### src/rtl/irq_timer_pkg.sv
package irq_timer_pkg;
  localparam int ENTRY_W  = 32;
  localparam int VEC_LSB  = 0;
  localparam int MODE_LSB = 8;
  localparam int TRIG_BIT = 15;
  localparam int MASK_BIT = 16;
  localparam int REP_BIT  = 17;
  // writable control bits: vector, mode, polarity, trigger, mask, repeat
  localparam logic [ENTRY_W-1:0] ENTRY_WMASK = 32'h0003_A7FF;
  localparam logic [ENTRY_W-1:0] ENTRY_RST   = 32'h0001_0000;

  typedef enum logic [1:0] {
    SEL_CTRL  = 2'd0,
    SEL_START = 2'd1,
    SEL_LIVE  = 2'd2,
    SEL_PRE   = 2'd3
  } sel_e;
endpackage

### src/rtl/irq_timer_regs.sv
module irq_timer_regs
  import irq_timer_pkg::*;
#(
  parameter int CNT_W = 32,
  parameter int DIV_W = 3
) (
  input  logic               clk,
  input  logic               rst,
  input  logic               wr_en,
  input  logic [1:0]         wr_sel,
  input  logic [31:0]        wr_data,
  output logic [ENTRY_W-1:0] entry_q,
  output logic [CNT_W-1:0]   start_q,
  output logic [DIV_W-1:0]   div_q,
  output logic               load,
  output logic [CNT_W-1:0]   load_val
);
  sel_e sel;
  assign sel      = sel_e'(wr_sel);
  assign load     = wr_en && (sel == SEL_START);
  assign load_val = wr_data[CNT_W-1:0];

  always_ff @(posedge clk) begin
    if (rst) begin
      entry_q <= ENTRY_RST;
      start_q <= '0;
      div_q   <= '0;
    end else if (wr_en) begin
      case (sel)
        SEL_CTRL:  entry_q <= wr_data & ENTRY_WMASK;
        SEL_START: start_q <= load_val;
        SEL_PRE:   div_q   <= wr_data[DIV_W-1:0];
        default:   ;
      endcase
    end
  end
endmodule

### src/rtl/irq_timer_prescale.sv
module irq_timer_prescale #(
  parameter int DIV_W = 3
) (
  input  logic             clk,
  input  logic             rst,
  input  logic             clr,
  input  logic             run,
  input  logic [DIV_W-1:0] div,
  output logic             tick
);
  localparam int PRE_W = (1 << DIV_W) - 1;

  logic [PRE_W-1:0] pcnt;
  logic [PRE_W-1:0] pmask;

  assign pmask = (PRE_W'(1) << div) - PRE_W'(1);
  assign tick  = (pcnt & pmask) == pmask;

  always_ff @(posedge clk) begin
    if (rst || clr || !run) pcnt <= '0;
    else                    pcnt <= pcnt + PRE_W'(1);
  end
endmodule

### src/rtl/irq_timer_count.sv
module irq_timer_count #(
  parameter int CNT_W = 32
) (
  input  logic             clk,
  input  logic             rst,
  input  logic             load,
  input  logic [CNT_W-1:0] load_val,
  input  logic [CNT_W-1:0] start_val,
  input  logic             repeat_en,
  input  logic             tick,
  output logic [CNT_W-1:0] count_q,
  output logic             run_q,
  output logic             exp_q,
  output logic             expire_now
);
  logic step;
  assign step       = run_q && !exp_q && tick && !load;
  assign expire_now = step && (count_q == CNT_W'(1));

  always_ff @(posedge clk) begin
    if (rst) begin
      count_q <= '0;
      run_q   <= 1'b0;
      exp_q   <= 1'b0;
    end else if (load) begin
      count_q <= load_val;
      run_q   <= (load_val != '0);
      exp_q   <= 1'b0;
    end else if (exp_q) begin
      exp_q <= 1'b0;
      if (repeat_en && (start_val != '0)) count_q <= start_val;
      else                                run_q   <= 1'b0;
    end else if (expire_now) begin
      count_q <= '0;
      exp_q   <= 1'b1;
    end else if (step) begin
      count_q <= count_q - CNT_W'(1);
    end
  end
endmodule

### src/rtl/irq_timer_issue.sv
module irq_timer_issue #(
  parameter int VEC_W = 8
) (
  input  logic             clk,
  input  logic             rst,
  input  logic             expire_now,
  input  logic             masked,
  input  logic [VEC_W-1:0] vec_in,
  input  logic [2:0]       mode_in,
  input  logic             level_in,
  output logic             irq_pulse,
  output logic [VEC_W-1:0] irq_vector,
  output logic [2:0]       irq_mode,
  output logic             irq_level
);
  logic fire;
  assign fire = expire_now && !masked;

  always_ff @(posedge clk) begin
    if (rst) begin
      irq_pulse  <= 1'b0;
      irq_vector <= '0;
      irq_mode   <= '0;
      irq_level  <= 1'b0;
    end else begin
      irq_pulse <= fire;
      if (fire) begin
        irq_vector <= vec_in;
        irq_mode   <= mode_in;
        irq_level  <= level_in;
      end
    end
  end
endmodule

### src/rtl/irq_timer.sv
module irq_timer
  import irq_timer_pkg::*;
#(
  parameter int CNT_W = 32,
  parameter int DIV_W = 3,
  parameter int VEC_W = 8
) (
  input  logic              clk,
  input  logic              rst,
  input  logic              wr_en,
  input  logic [1:0]        wr_sel,
  input  logic [31:0]       wr_data,
  input  logic [1:0]        rd_sel,
  output logic [31:0]       rd_data,
  output logic              irq_pulse,
  output logic [VEC_W-1:0]  irq_vector,
  output logic [2:0]        irq_mode,
  output logic              irq_level
);
  logic [ENTRY_W-1:0] entry_q;
  logic [CNT_W-1:0]   start_q;
  logic [DIV_W-1:0]   div_q;
  logic               load;
  logic [CNT_W-1:0]   load_val;
  logic               tick;
  logic [CNT_W-1:0]   cnt_val;
  logic               running;
  logic               expired;
  logic               expire_now;

  irq_timer_regs #(.CNT_W(CNT_W), .DIV_W(DIV_W)) u_regs (
    .clk(clk), .rst(rst), .wr_en(wr_en), .wr_sel(wr_sel), .wr_data(wr_data),
    .entry_q(entry_q), .start_q(start_q), .div_q(div_q),
    .load(load), .load_val(load_val)
  );

  irq_timer_prescale #(.DIV_W(DIV_W)) u_pre (
    .clk(clk), .rst(rst), .clr(load || expired), .run(running),
    .div(div_q), .tick(tick)
  );

  irq_timer_count #(.CNT_W(CNT_W)) u_cnt (
    .clk(clk), .rst(rst), .load(load), .load_val(load_val),
    .start_val(start_q), .repeat_en(entry_q[REP_BIT]), .tick(tick),
    .count_q(cnt_val), .run_q(running), .exp_q(expired),
    .expire_now(expire_now)
  );

  irq_timer_issue #(.VEC_W(VEC_W)) u_issue (
    .clk(clk), .rst(rst), .expire_now(expire_now),
    .masked(entry_q[MASK_BIT]),
    .vec_in(entry_q[VEC_LSB +: VEC_W]),
    .mode_in(entry_q[MODE_LSB +: 3]),
    .level_in(entry_q[TRIG_BIT]),
    .irq_pulse(irq_pulse), .irq_vector(irq_vector),
    .irq_mode(irq_mode), .irq_level(irq_level)
  );

  always_ff @(posedge clk) begin
    if (rst) rd_data <= '0;
    else begin
      case (sel_e'(rd_sel))
        SEL_CTRL:  rd_data <= entry_q;
        SEL_START: rd_data <= 32'(start_q);
        SEL_LIVE:  rd_data <= 32'(cnt_val);
        default:   rd_data <= 32'(div_q);
      endcase
    end
  end
endmodule

### config.mk
export PLATFORM = sky130hd
export DESIGN_NAME = irq_timer
export DESIGN_NICKNAME = d
export VERILOG_FILES = /design/src/rtl/irq_timer_pkg.sv /design/src/rtl/irq_timer_regs.sv /design/src/rtl/irq_timer_prescale.sv /design/src/rtl/irq_timer_count.sv /design/src/rtl/irq_timer_issue.sv /design/src/rtl/irq_timer.sv
export SDC_FILE = /design/constraint.sdc
export NUM_CORES = 1
export LEC_CHECK = 0
export ABC_AREA = 1
export CAP_MARGIN = 30
export CORE_MARGIN = 5
export CORE_UTILIZATION = 33
export DETAILED_ROUTE_END_ITERATION = 12
export SLEW_MARGIN = 20
export SYNTH_ARGS = -nofsm -noshare
export SYNTH_HDL_FRONTEND = slang
export SYNTH_SLANG_ARGS = --single-unit
### constraint.sdc
create_clock -name clk -period 2.4 [get_ports clk]
set_clock_uncertainty 0.2 [all_clocks]
set_input_delay 0.24 -clock clk [delete_from_list [all_inputs] [get_ports clk]]
set_output_delay 0.24 -clock clk [all_outputs]
set_load 0.005 [all_outputs]
==> results of run 1 <==
## layer usage
layer / GRT usage [%] / up-vias / share of wire, %
li1: - / 3445 / -
met1: 22.84 / 2991 / 46
met2: 28.04 / 185 / 46
met3: 4.275 / 40 / 5.5
met4: 6.308 / 2 / 2.6
met5: 0 / - / 0.063
## worst max-delay path, cell delays in order, from the launching register on
cell	delay, ns
dfxtp_1	0.33
nor2_1	0.12
nand2_1	0.09
nor2_1	0.20
nand2_1	0.11
o21ai_1	0.29
nand2_2	0.14
nand2_4	0.36
nand2_1	0.11
nand2_1	0.08
nor2_1	0.05
## power by group through the flow
stage          clock network (W)  registers (W)  logic, W
5_1_grt                  0.00292        0.00246   0.00124
4_1_cts                  0.00283        0.00245   0.00110
2_1_floorplan                  0        0.00248  0.000730
6_report                 0.00278        0.00245   0.00110
3_3_place_gp                   0        0.00250   0.00109
3_5_place_dp                   0        0.00250   0.00109
## cell usage in the layout (no fill, tap or decap), types with 4 or more instances in the layout
master	instances
nand2_1	280
nor2_1	192
dfxtp_1	136
inv_1	102
clkdlybuf4s50_1	82
a21oi_1	75
o21ai_0	52
buf_4	32
nand3b_1	27
xor2_1	27
nand3_1	21
nor2_2	17
clkbuf_16	17
o221ai_1	13
nand4_1	11
inv_2	5
nand2_2	5
nor4_1	5
nor3_1	4
nand2_4	4
clkinv_4	4
bufinv_16	4
## timing repair
item / in CTS / in global routing
setup buffers: 0 / 2
hold buffers: 0 / 0
setup endpoints to repair: 0 / 1
## synthesized netlist by cell type, types with 13 or more instances
cell type  count  area share, %
nor2_2        17            1.5
o21ai_0       52            3.8
nor2_1       192             10
clkbuf_1      24            1.3
nand3b_1      27            3.0
nand2_1      280             15
inv_1        103            5.6
xor2_1        27            3.4
a21oi_1       75            5.5
dfxtp_1      136             40
o221ai_1      13            1.7
nand3_1       21            1.5
## registers in the layout, indices dropped and copies added, names as in the netlist
name / flops
u_issue.irq_vector: 8
rd_data: 32
u_regs.start_q: 32
u_cnt.count_q: 32
u_issue.irq_mode: 3
u_regs.div_q: 3
u_issue.irq_pulse: 1
u_regs.entry_q: 15
u_cnt.run_q: 1
u_cnt.exp_q: 1
u_pre.pcnt: 7
u_issue.irq_level: 1
## path summary, 6_finish.rpt
| kind | endpoint | slack [ns] | cells after the start |
|---|---|---|---|
| worst max-delay path | u_cnt.count_q[12] | 0.20 | 10 |
| worst min-delay path | u_pre.pcnt[1] | 0.08 | 4 |
| worst max register to register | u_cnt.count_q[12] | 0.20 | 10 |
| worst min register to register | u_regs.start_q[2] | 0.27 | 2 |
## per-stage QoR
step	power [W]	util [%]	worst slack, ns
CTS	0.006374	42.47	0.1777
global placement	0.003583	39.44	0.06155
floorplan	0.003210	-	0.5620
finish	0.006325	42.58	0.2039
global route	0.006624	42.58	0.02724
detailed placement	0.003586	39.44	0.03312
## logic make-up (layout without fill, tap and decap cells)
group	count (synthesis)	count (layout)	share of synthesized area [%]
fa+ha+maj	3	3	0.5469
flops	136	136	39.66
compound gates	146	146	11.63
buf+inv	149	253	9.096
simple gates	572	572	35.49
xor+xnor	28	28	3.573
## layout make-up
type / instances / area, um2
repair buffers: 115 / 1066
well taps: 270 / 337.8
clock inverters: 11 / 173.9
clock buffers: 19 / 442.9
flip-flops and latches: 136 / 2723
inverters: 108 / 405.4
multi-input cells: 749 / 3522
fillers: 2143 / 11690
==> qor.yml, run 1 <==
outcome: "finished, final reports clean"
power.share.switching_pct: 28.21
timing.hold.worst.class: "input port to flip-flop"
initial_standard_cell_utilization_of_the_core_pct: 33.71
critPathKind: "flip-flop to flip-flop"
drc: 0
post_layout_nonfiller_instances: 1408
io_pins: 84
finalCritPeriodShare_pct: 91.50
synth_area_um2: 6864
drv_cap: 0
yosysWarnings: 0
critical_path_source_type: "flip-flop"
design_area_um2: 8671
crit_required_ns: 2.51
dr.first_iter.drc_count: 452
upper_clock_frequency_limit_ghz: 0.4554
worst_skew_pair_latency_ns: 0.43
report.final.hold_viol_count: 0
route.final.wire_length_mm: 20.64
tritoncts_num_sinks: 136
cp-startpoint: "u_regs.start_q[11]"
cts_root_buf: "clkbuf_16"
ir_drop_mv: 0.5538
finish_stage_setup_viols: 0
postSynthCellCount: 1034
async_reset_ff_share_pct: 0
route.antenna.remaining_nets: 0
design.die.area_um2: 23780
num_antenna_cells: 0
seq_area_frac_synth_pct: 39.66
synth_enable_flop_cells: 0
setup_tns_ns: 0
final_nets: 1169
track_usage_pct: 17.45
place_congestion: 0.9239
switchingPower_w: 0.001784
clkPwrFrac_pct: 43.9
power.leakage_nw: 3.845
post_synthesis_cell_type_count: 30
cts_htree_levels: 4
cellInternalPower_w: 0.004540
crit_path_end_kind: "flip-flop"
dieWidth_um: 154.2
grt_first_pass_wirelength_mm: 33.66
synth_top_flop_cell: "dfxtp_1"
fp-row-count: 52
cts_tree: "yes"
crit_fanout: 37
power_density_nw_per_um2: 729.4
numCtsBuffers: 17
placedCellCount: 1375
clockBufferDepth: 2
detailed_place_hpwl_mm: 14.99
grt_setup_unrepaired: "no"
detail_route.first_pass.iterations: 5
area_delta_synth_final_pct: 26.32
vias: 6663
min_period_ns: 2.196
worst-endpoint-arrival_ns: 2.31
postPlaceCellArea_um2: 8031
worstMarginPinSlew_ns: 0.6265
cts-resized-gates: 0
io_buffer_count: 83
share_comb_of_total_power_pct: 17.3
maxSlewHeadroom_pct: 58.24
grt_antenna_before_repair: 1
dieHeight_um: 154.2
first_global_vias: 6492
core_area_um2: 20360
worst_setup_hold_path_clk_slew_ns: 0.06
power_frac_seq_pct: 38.8
globalRouteOverflowTotal: 0
grt_max_degree: 54
detail_route.wl_per_cell_um: 14.66
fin_worst_hold_slack_ns: 0.08110
synthesis.area_per_instance_um2: 6.638
share_of_post_route_cells_with_drive_strength_above_1_pct: 8.612
slew_viol_final: 0
reg2reg_from: "u_regs.start_q[11]"
via_per_inst: 4.732
ys_ff_latch: 136
net_count_after_synthesis: 1076
worst_hold_startpoint: "rst"
No activity file was read; power rests on OpenSTA's default activity.
==> run 2, diff against run 1 <==
--- a/config.mk
+++ b/config.mk
@@ -7,9 +7,13 @@
 export LEC_CHECK = 0
 export ABC_AREA = 1
 export CAP_MARGIN = 30
+export CELL_PAD_IN_SITES_DETAIL_PLACEMENT = 0
+export CELL_PAD_IN_SITES_GLOBAL_PLACEMENT = 1
 export CORE_MARGIN = 5
 export CORE_UTILIZATION = 33
 export DETAILED_ROUTE_END_ITERATION = 12
+export GPL_ROUTABILITY_DRIVEN = 0
+export PLACE_DENSITY_LB_ADDON = 0.1
 export SLEW_MARGIN = 20
 export SYNTH_ARGS = -nofsm -noshare
 export SYNTH_HDL_FRONTEND = slang
==> run 2 against run 1 <==
Core utilization up 0.75 points. Clock power up 3%. Sequential power about the same. Non-clock buffer count up 11. Highest routed layer is now met4. First-iteration DRC count down 20%. Cell count up 0.92%. Largest power group unchanged. Worst hold slack worse by 0.024 ns. Combinational power up 4%. Flip-flop and latch count unchanged. Routed wire length up 6.2%. Critical endpoint is now u_cnt.count_q[21]. Via count down 1.1%. Sequential share of layout area down 0.54 points.
==> qor.yml, run 2 (synthesized netlist as in run 1, its figures left out) <==
outcome: "finished, final reports clean"
setup_tns_ns: 0
dieHeight_um: 154.2
critical_path_source_type: "flip-flop"
crit_slowest_cell: "o21ai_1"
worstMarginPinSlew_ns: 0.4594
crit_chain: "nor2_1 -> nand2_1 -> nor2_1 -> nand2_1 -> o21ai_1 -> nand2_2 -> nand2_4 -> buf_12 -> nand2_1 -> nand2_1 -> a21oi_1"
path_delay_family: "simple AND/OR/NAND/NOR gates"
initial_standard_cell_utilization_of_the_core_pct: 33.71
io_pins: 84
track_usage_pct: 18.91
grt_antenna_before_repair: 0
final_nets: 1180
layout_common_cells: "nand2_1 (280), nor2_1 (192), dfxtp_1 (136), inv_1 (102), clkdlybuf4s50_1 (82)"
grt_max_degree: 54
first_global_vias: 6726
timing.hold.worst.class: "input port to flip-flop"
power.leakage_nw: 3.922
path_buf_inv: 1
io_buffer_count: 83
detail_route.first_pass.iterations: 5
route.antenna.remaining_nets: 0
detailed_place_hpwl_mm: 16.51
dr.first_iter.drc_count: 360
cts-resized-gates: 0
finish_stage_setup_viols: 0
dieWidth_um: 154.2
power_density_nw_per_um2: 729.9
worst_skew_pair_latency_ns: 0.43
critPathKind: "flip-flop to flip-flop"
fill_cells: 2205
vias: 6587
worst_path_largest_cell_delay_ns: 0.35
seq_area_um2: 2723
area_delta_synth_final_pct: 28.55
ir_drop_mv: 0.5029
multiInputGateArea_um2: 3522
reg_top3: "rd_data: 32 flops, u_cnt.count_q: 32 flops, u_regs.start_q: 32 flops"
tritoncts_num_sinks: 136
globalRouteOverflowTotal: 0
slew_viol_final: 0
num_antenna_cells: 0
worst_setup_hold_path_clk_slew_ns: 0.06
fp-row-count: 52
clockBufferDepth: 2
maxSlewHeadroom_pct: 69.26
cts_htree_levels: 4
crit_fanout: 14
upper_clock_frequency_limit_ghz: 0.4543
cpMostUsedCell: "nand2_1"
core_area_um2: 20360
setup.reg_to_reg.worst_slack_ns: 0.20
numCtsBuffers: 17
drc: 0
cts_root_buf: "clkbuf_16"
postCtsHoldBufs: 0
min_period_ns: 2.201
report.final.hold_viol_count: 0
fin_worst_hold_slack_ns: 0.05667
cts_tree: "yes"
grt_setup_unrepaired: "no"
layout.cells.most_common: "nand2_1"
grt_first_pass_wirelength_mm: 35.70
crit_path_end_kind: "flip-flop"
route.final.wire_length_mm: 21.93
crit_required_ns: 2.51
share_of_post_route_cells_with_drive_strength_above_1_pct: 9.644
finalCritPeriodShare_pct: 91.72
detail_route.wl_per_cell_um: 15.43
drv_cap: 0
postCtsSetupRepairBufs: 0
worst-endpoint-arrival_ns: 2.31
design.die.area_um2: 23780
via_per_inst: 4.635
## run 2: changes by cell type in the layout (fill, tap and decap cells not counted), sizes merged
cell,delta
buf,+11
clkinv,-1
inv,+2
clkinvlp,+1
## run 2: area by class of cell
| cell class | instances | area share, % |
|---|---|---|
| Multi-Input combinational cell | 749 | 39.92 |
| Tap cell | 270 | 3.829 |
| Sequential cell | 136 | 30.86 |
| Clock inverter | 13 | 2.198 |
| Inverter | 108 | 4.594 |
| Clock buffer | 19 | 5.020 |
| Timing Repair Buffer | 126 | 13.58 |
## run 2: metal layers
metal | vias up | global-route usage (%) | part of all wire, %
met1 | 2974 | 24.70 | 47
li1 | 3468 | - | -
met5 | - | 0 | 0
met2 | 124 | 31.30 | 47
met3 | 21 | 4.163 | 4.2
met4 | 0 | 5.803 | 1.7
## run 2: final timing paths
path | startpoint | cells after the start | to
max | u_regs.start_q[28] | 11 | u_cnt.count_q[21]
min | rst | 4 | u_cnt.count_q[2]
max reg2reg | u_regs.start_q[28] | 11 | u_cnt.count_q[21]
min reg2reg | u_regs.start_q[2] | 2 | u_regs.start_q[2]
## run 2: per-stage QoR
stage | std cells | util (%) | power [W] | cell area [um2] | setup WS [ns]
4_1_cts | 1421 | 43.33 | 0.006527 | 8823 | 0.1898
3_3_place_gp | 1389 | 40.20 | 0.003653 | 8187 | 0.1822
6_report | 1421 | 43.33 | 0.006440 | 8823 | 0.1988
2_1_floorplan | 1034 | - | 0.003210 | 6864 | 0.5620
3_5_place_dp | 1389 | 40.20 | 0.003646 | 8187 | 0.1314
5_1_grt | 1421 | 43.33 | 0.006786 | 8823 | 0.004074
## run 2: worst reg2reg max path: cells and delay by family, from the launching register on
kind	cells	cell delay [ns]
buf+inv	1	0.18
flops	1	0.33
compound gates	2	0.38
simple gates	8	1.00
## run 2: report_power, final
part | switching [W] | leakage (nW) | internal, W
Combinational | 0.000688 | 2.51 | 0.000449
Sequential | 0.0000923 | 1.11 | 0.00236
Clock | 0.00107 | 0.309 | 0.00178
==> run 3, diff against run 2 <==
--- a/config.mk
+++ b/config.mk
@@ -14,6 +14,7 @@
 export DETAILED_ROUTE_END_ITERATION = 12
 export GPL_ROUTABILITY_DRIVEN = 0
 export PLACE_DENSITY_LB_ADDON = 0.1
+export RECOVER_POWER = 25
 export SLEW_MARGIN = 20
 export SYNTH_ARGS = -nofsm -noshare
 export SYNTH_HDL_FRONTEND = slang
==> run 3 against run 2 <==
Non-clock buffer count is the same. Combinational power about the same. Fmax hardly changed. Largest power group unchanged.
==> qor.yml, run 3 (synthesized netlist as in run 1, its figures left out) <==
dieWidth_um: 154.2
globalRouteOverflowTotal: 0
crit_chain: "nor2_1 -> nand2_1 -> nor2_1 -> nand2_1 -> o21ai_1 -> nand2_2 -> nand2_4 -> buf_12 -> nand2_1 -> nand2_1 -> a21oi_1"
drv_cap: 0
finalCritPeriodShare_pct: 91.77
crit_slowest_cell: "o21ai_1"
layout_setup_ws_ns: 0.1976
num_antenna_cells: 0
critPathKind: "flip-flop to flip-flop"
setup_tns_ns: 0
timing.rr.end: "u_cnt.count_q[21]"
report.final.hold_viol_count: 0
setup.reg_to_reg.worst_slack_ns: 0.20
fp-row-count: 52
crit_path_end_kind: "flip-flop"
slew_viol_final: 0
finish_stage_setup_viols: 0
first_global_vias: 6726
final_nets: 1180
vias: 6552
worst_setup_hold_path_clk_slew_ns: 0.06
grt_antenna_before_repair: 0
worst_path_largest_cell_delay_ns: 0.35
critical_path_source_type: "flip-flop"
route.final.wire_length_mm: 21.97
dieHeight_um: 154.2
holdPathEnd: "u_cnt.count_q[2]"
power.leakage_nw: 3.915
postCtsHoldBufs: 0
ir_drop_mv: 0.5020
route.antenna.remaining_nets: 0
worst_hold_startpoint: "rst"
initial_standard_cell_utilization_of_the_core_pct: 33.71
clockBufferDepth: 2
io_buffer_count: 83
upper_clock_frequency_limit_ghz: 0.4540
via_per_inst: 4.611
design.die.area_um2: 23780
crit_fanout: 14
post_layout_nonfiller_instances: 1421
worstMarginPinSlew_ns: 0.6455
min_period_ns: 2.202
track_usage_pct: 18.91
worst_skew_pair_latency_ns: 0.43
grt_max_degree: 54
detail_route.first_pass.iterations: 4
placedCellCount: 1389
cts_tree: "yes"
detail_route.wl_per_cell_um: 15.46
drc: 0
cts_root_buf: "clkbuf_16"
grt_first_pass_wirelength_mm: 35.70
numCtsBuffers: 17
layout.cells.most_common: "nand2_1"
timing.hold.worst_path_depth: 4
reg2reg_depth: 11
tritoncts_num_sinks: 136
area_delta_synth_final_pct: 28.36
cts-resized-gates: 0
grt_setup_unrepaired: "no"
cts_htree_levels: 4
final_core_util_pct: 43.27
reg2reg_from: "u_regs.start_q[28]"
dr.first_iter.drc_count: 351
grt.met1_usage_pct: 24.70
power_density_nw_per_um2: 731.2
outcome: "finished, final reports clean"
detailed_place_hpwl_mm: 16.51
maxSlewHeadroom_pct: 56.97
reg_top3: "rd_data: 32 flops, u_cnt.count_q: 32 flops, u_regs.start_q: 32 flops"
worst-endpoint-arrival_ns: 2.32
io_pins: 84
share_of_post_route_cells_with_drive_strength_above_1_pct: 9.296
timing.hold.worst.class: "input port to flip-flop"
met3_usage_in_global_routing_pct: 4.163
cpMostUsedCell: "nand2_1"
top_usage_layer: "met2"
core_area_um2: 20360
layout_common_cells: "nand2_1 (280), nor2_1 (193), dfxtp_1 (136), inv_1 (103), clkdlybuf4s50_1 (80)"
place_ws_ns: 0.1314
postCtsSetupRepairBufs: 0
crit_required_ns: 2.51
groute.layer.met2.usage_pct: 31.30
-- run 3: cell count changes in the layout (fill, tap and decap cells not counted), sizes merged --
cell           change
buf                -3
clkbuf             +3
clkdlybuf4s50      -2
dlygate4sd3        +2
-- run 3: cell type report --
| type | count | area [um2] |
|---|---|---|
| Inverter | 108 | 405.4 |
| Sequential cell | 136 | 2723 |
| Clock buffer | 19 | 442.9 |
| Multi-Input combinational cell | 749 | 3520 |
| Fill cell | 2208 | 11550 |
| Timing Repair Buffer | 126 | 1189 |
| Clock inverter | 13 | 193.9 |
| Tap cell | 270 | 337.8 |
-- run 3: power breakdown --
part | internal, W | switching, W | leakage (nW)
sequential | 0.00236 | 0.0000924 | 1.11
clock | 0.00178 | 0.00107 | 0.309
combinational | 0.000447 | 0.000688 | 2.50
total | 0.00459 | 0.00185 | 3.92
-- run 3: critical path, delay by kind of cell (launching register included) --
kind	cells	cell delay, ns
compound gates	2	0.38
flops	1	0.33
buf+inv	1	0.17
simple gates	8	1.00
-- run 3: metrics by stage --
| stage | power [W] | area, um2 | hold WS, ns |
|---|---|---|---|
| floorplan | 0.003210 | 6864 | 0.1671 |
| finish | 0.006442 | 8811 | 0.05803 |
| CTS | 0.006527 | 8823 | 0.04482 |
| global route | 0.006783 | 8811 | 0.06852 |
| detailed placement | 0.003646 | 8187 | 0.2552 |
| global placement | 0.003653 | 8187 | 0.2549 |
-- run 3: layer usage --
| layer | up-vias | share of wire [%] |
|---|---|---|
| met3 | 21 | 4.0 |
| li1 | 3466 | - |
| met4 | 0 | 1.7 |
| met5 | - | 0 |
| met2 | 119 | 47 |
| met1 | 2946 | 47 |
-- run 3: worst max path at each step --
stage	end	cells after the start	from	slack, ns
floorplan	u_cnt.count_q[20]	10	u_cnt.count_q[0]	0.56
CTS	u_cnt.count_q[21]	11	u_regs.start_q[28]	0.19
detailed placement	u_cnt.count_q[13]	12	wr_sel[1]	0.13
global placement	u_cnt.count_q[13]	12	wr_sel[1]	0.18
finish	u_cnt.count_q[21]	11	u_regs.start_q[28]	0.20
global route	u_cnt.count_q[18]	11	u_cnt.count_q[0]	0.004
